==> src/rtl/burst_addr_seq.sv <==
module burst_addr_seq #(
  parameter int AW = 16
) (
  input  logic          clk,
  input  logic          rst_n,
  input  logic          clk_en_n,
  input  logic          sel,
  input  logic          adv,
  input  logic          ilv_mode,
  input  logic [AW-1:0] base_addr,
  output logic [AW-1:0] addr,
  output logic          addr_vld,
  output logic [1:0]    beat,
  output logic          burst_last
);

  logic [AW-1:0] base_q;
  logic [1:0]    cnt_q;
  logic          vld_q;
  logic [1:0]    low_bits;

  wire fire  = !clk_en_n;
  wire load  = fire && sel && !adv;
  wire step  = fire && sel && adv && vld_q;
  wire desel = fire && !sel;

  always_ff @(posedge clk or negedge rst_n) begin
    if (!rst_n) begin
      base_q <= '0;
      cnt_q  <= 2'd0;
      vld_q  <= 1'b0;
    end else if (load) begin
      base_q <= base_addr;
      cnt_q  <= 2'd0;
      vld_q  <= 1'b1;
    end else if (step) begin
      cnt_q  <= cnt_q + 2'd1;
    end else if (desel) begin
      vld_q  <= 1'b0;
    end
  end

  assign low_bits   = ilv_mode ? (base_q[1:0] ^ cnt_q) : (base_q[1:0] + cnt_q);
  assign addr       = {base_q[AW-1:2], low_bits};
  assign addr_vld   = vld_q;
  assign beat       = cnt_q;
  assign burst_last = vld_q && (cnt_q == 2'd3);

endmodule

==> config.mk <==
export PLATFORM = sky130hd
export DESIGN_NAME = burst_addr_seq
export DESIGN_NICKNAME = d
export VERILOG_FILES = /design/src/rtl/burst_addr_seq.sv
export SDC_FILE = /design/constraint.sdc
export NUM_CORES = 1
export LEC_CHECK = 0
export BUFFER_PORTS_ARGS = -buffer_cell sky130_fd_sc_hd__buf_2
export CAP_MARGIN = 20
export CELL_PAD_IN_SITES_DETAIL_PLACEMENT = 1
export CELL_PAD_IN_SITES_GLOBAL_PLACEMENT = 1
export CORE_MARGIN = 8
export CORE_UTILIZATION = 32
export DETAILED_ROUTE_END_ITERATION = 8
export GPL_ROUTABILITY_DRIVEN = 0
export HOLD_SLACK_MARGIN = 0.12
export PLACE_DENSITY = 0.82
export SYNTH_ARGS = -nofsm -noshare
export SYNTH_HDL_FRONTEND = slang
export SYNTH_SLANG_ARGS = --single-unit
==> constraint.sdc <==
create_clock -name clk -period 0.8 [get_ports clk]
set_input_delay 0.08 -clock clk [delete_from_list [all_inputs] [get_ports clk]]
set_output_delay 0.08 -clock clk [all_outputs]
set_load 0.02 [all_outputs]
After elaboration in Yosys (flattened, before gate mapping)
Cells that the tools add are included.
Widths: inputs -> output; s select.
{"block": "totals", "in_bits": 22, "out_inout_bits": 20, "word_cells": 26, "ff_bits": 19}
{"block": "classes", "eq_ne": 2, "n_mux": 6, "n_bitwise": 1, "addsub": 2, "reduce_logical": 12}
{"operator": "$logic_and 1x1->1", "n": 6}
{"operator": "$mux 2", "n": 3}
{"operator": "$reduce_bool 2->1", "n": 2}
{"operator": "$logic_not 1->1", "n": 3}
{"operator": "$mux 1", "n": 3}
{"operator": "$add 2x1->2 const B", "n": 1}
{"operator": "$add 2x2->2", "n": 1}
{"operator": "$eq 2x2->1 const B", "n": 1}
{"operator": "$ne 2x2->1 const B", "n": 1}
{"operator": "$reduce_and 2->1", "n": 1}
{"operator": "$xor 2x2->2", "n": 1}

Logic depth before layout (Yosys ltp)
{"block": "logic_depth", "word_depth": 6, "ltp_mapped": 5, "mapped_depth_nobuf": 3}

Worst setup path before layout
No wires, ideal clock.
{"block": "synth_timing", "kind": "register to output", "startpoint": "register cnt_q[0], in the netlist beat[0]", "endpoint": "output addr[1]", "path_slack_ns": -0.470, "stages_incl_launch_ff": 4, "t_arrival_ns": 1.190, "required_ns": 0.720, "path_buffers": 0, "path_cell_list": "dfrtp_1 > ha_1 > nor2b_1 > xnor2_1"}
{"block": "synth_between", "elab_chain_len": 2}
{"element": "start, declared", "line_no": "18", "text": "logic [1:0] cnt_q;"}
{"element": "start signal, assigned", "line_no": "37", "text": "cnt_q <= cnt_q + 2'd1;"}
{"element": "$add 2x2->2", "line_no": "43", "text": "assign low_bits = ilv_mode ? (base_q[1:0] ^ cnt_q) : (base_q[1:0] + cnt_q);"}
{"element": "$mux 2", "line_no": "43"}
{"element": "end, declared", "line_no": "11", "text": "output logic [AW-1:0] addr,"}
No other way between the ends.

Final worst setup path
Ends and elaborated chain as after synthesis.

==> metrics.cfg <==
[timing]
relSlewSlack=0.707
finClkSkew_ps=3.85
setup_viol=36
timing.final.crit_share=1.76
rsz0062_at_grt=yes
hold_viol=0
period_needed_ps=1410
maxSlewViolCount=0
max_freq_mhz=712
tightest_slew_ps=440
final.setup.tns_ps=-6270
setup_ws_ps=-605

[synth]
syn_area_um2=951
synth_area_per_cell_um2=14.0
ys_types=17
synthTopCellsByArea=dfrtp_1 50%, mux2_4 16%, buf_4 11%
synth_top_area_frac=0.500
post_synth_inst_count=68
ys_ff_latch=19
synth_nets=92
yosys_warnings=0
yosysSeqAreaShare=0.500
synth_top_area_cell=dfrtp_1

[routing]
via_per_inst=4.52
drt.antenna.violating_nets=0
wl_per_cell_um=17.2
drt-pass1-iter-count=2
wirelength_mm=2.90
drcViolationCount=0
drtIter0Drc=9
vias=759

[clock_network]
cts_buffer_depth=2
clk_latency_ps=290
htreeDepth=1
cts_tree=yes
cts_buffers=3
cts.sinks=19
cts-root-buf=clkbuf_4
clkTransAtPathRegs_ps=120

[global_routing]
antenna_found_initial=0
grt_max_degree=20
overflow=0
grt_pass1_vias=922
grt_pass1_wl_mm=4.70
track_usage=0.115

[placed_design]
dp_hpwl_mm=1.85
port-buffer-count=41

[outcome]
status=finished with violations
violations=setup timing

[power]
p_total_w=0.00348
powerDensity_nw_per_um2=2030
ir_drop_mv=1.24
leakagePower_nw=0.839

[cells_and_area]
nets=162
drive_gt1_frac=0.715
area_growth_pct=80.8
diodes=0

[critical_path]
path_class=reg -> out
worstPathArrival_ps=1330
critical_path.slowest_cell=dfrtp_2
startpoint_type=flip-flop
crit_path_end_kind=output pin
cp_max_fo=3
worstPathCellList=ha_4 > nor2b_4 > xnor2_4 > buf_6
cp_top_family=flip-flops
required_ps=720
cp_num_buf_inv=1
slowest_delay_ps=460

[floorplan]
die_h_um=70.5
fp.dieArea_um2=4970
die_w_um=70.5
coreArea_um2=2780
start_util=0.342
io_pins=42
rows=19

[min_path]
hp-class=in -> reg

[job]
max_cap_viol_count=0

final timing paths:
kind | slack [ps] | cells after the start | end | from
max | -610 | 4 | addr[1] | beat[0]
min | 140 | 3 | addr_vld | clk_en_n
max reg2reg | -230 | 3 | beat[1] | beat[1]
min reg2reg | 550 | 1 | base_q[3] | base_q[3]
max in group asynchronous | 230 | 2 | addr_vld | rst_n
min in group asynchronous | 230 | 2 | base_q[13] | rst_n
cells by family (layout without fill, tap and decap cells):
kind of cell	Yosys count	after routing	synth area share
AOI/OAI and AO/OA	5	5	0.0303
xor gates and xnor gates	2	2	0.0184
adders and majority gates	2	2	0.0263
buffers and inverters	17	86	0.147
DFF	19	19	0.500
muxes	16	16	0.229
and+or+nand+nor	7	7	0.0487
registers in the layout (all words and copies together), names as in the netlist:
| signal | flops |
|---|---|
| base_q | 16 |
| addr_vld | 1 |
| beat | 2 |
per-stage QoR:
stage	hold slack [ps]	setup slack (ps)	instances	cell area, um2	util
final	139	-605	168	1720	0.618
after CTS	142	-597	161	1630	0.586
after global placement	39.9	-277	133	1230	0.444
after floorplan	-216	-254	68	1040	-
after global routing	136	-648	168	1720	0.618
after detailed placement	46.8	-320	133	1230	0.444
power by group:
part	leakage [nW]	internal [W]	total, W	switching (W)
clock	0.0177	0.000186	0.000505	0.000319
combinational	0.598	0.00104	0.00166	0.000619
sequential	0.223	0.00114	0.00132	0.000179
total	0.839	0.00237	0.00348	0.00112
layout by cell type, fill, tap and decap left out, types with 3 or more instances in the layout:
| master | synthesis | routed |
|---|---|---|
| buf_2 | 0 | 22 |
| buf_4 | 14 | 12 |
| buf_6 | 1 | 28 |
| clkbuf_4 | 0 | 3 |
| dfrtp_1 | 19 | 15 |
| dfrtp_2 | 0 | 4 |
| dlygate4sd3_1 | 0 | 16 |
| mux2_4 | 10 | 16 |
cells in the mapped netlist:
library cell   n
and2_1         1
and2_4         1
buf_12         1
buf_4         14
buf_6          1
dfrtp_1       19
ha_1           2
inv_1          1
mux2_2         6
mux2_4        10
nand2b_1       1
nand4b_1       1
nor2_1         1
nor2b_1        2
o21ai_0        4
o22a_1         1
xnor2_1        2
metal layers:
metal | global-route usage | vias to the layer above | wire (um)
li1 | - | 354 | -
met1 | 0.114 | 374 | 1110
met2 | 0.217 | 27 | 1570
met3 | 0.0466 | 4 | 188
met4 | 0.0268 | 0 | 31
met5 | 0 | - | 0
final cells by class:
| class | count | area [um2] |
|---|---|---|
| clock buffer | 3 | 22.5 |
| fill | 272 | 1060 |
| inverter | 1 | 3.75 |
| tap | 31 | 38.8 |
| clock inverter | 1 | 5.00 |
| multi-input combinational | 32 | 440 |
| sequential | 19 | 480 |
| timing repair buffer | 81 | 728 |
worst min-delay path, cell delays in order:
cell,delay [ps]
buf_2,110
nor2_4,40
o22a_1,170
what timing repair did:
action / 4_1_cts / 5_1_grt
hold endpoints to repair: 35 / 0
setup endpoints to repair: 24 / 37
buffers inserted: 7 / 9
gates resized for setup: 46 / 13
hold buffers: 17 / 0
pin swaps: 2 / 2
No activity file was read; power rests on OpenSTA's default activity.
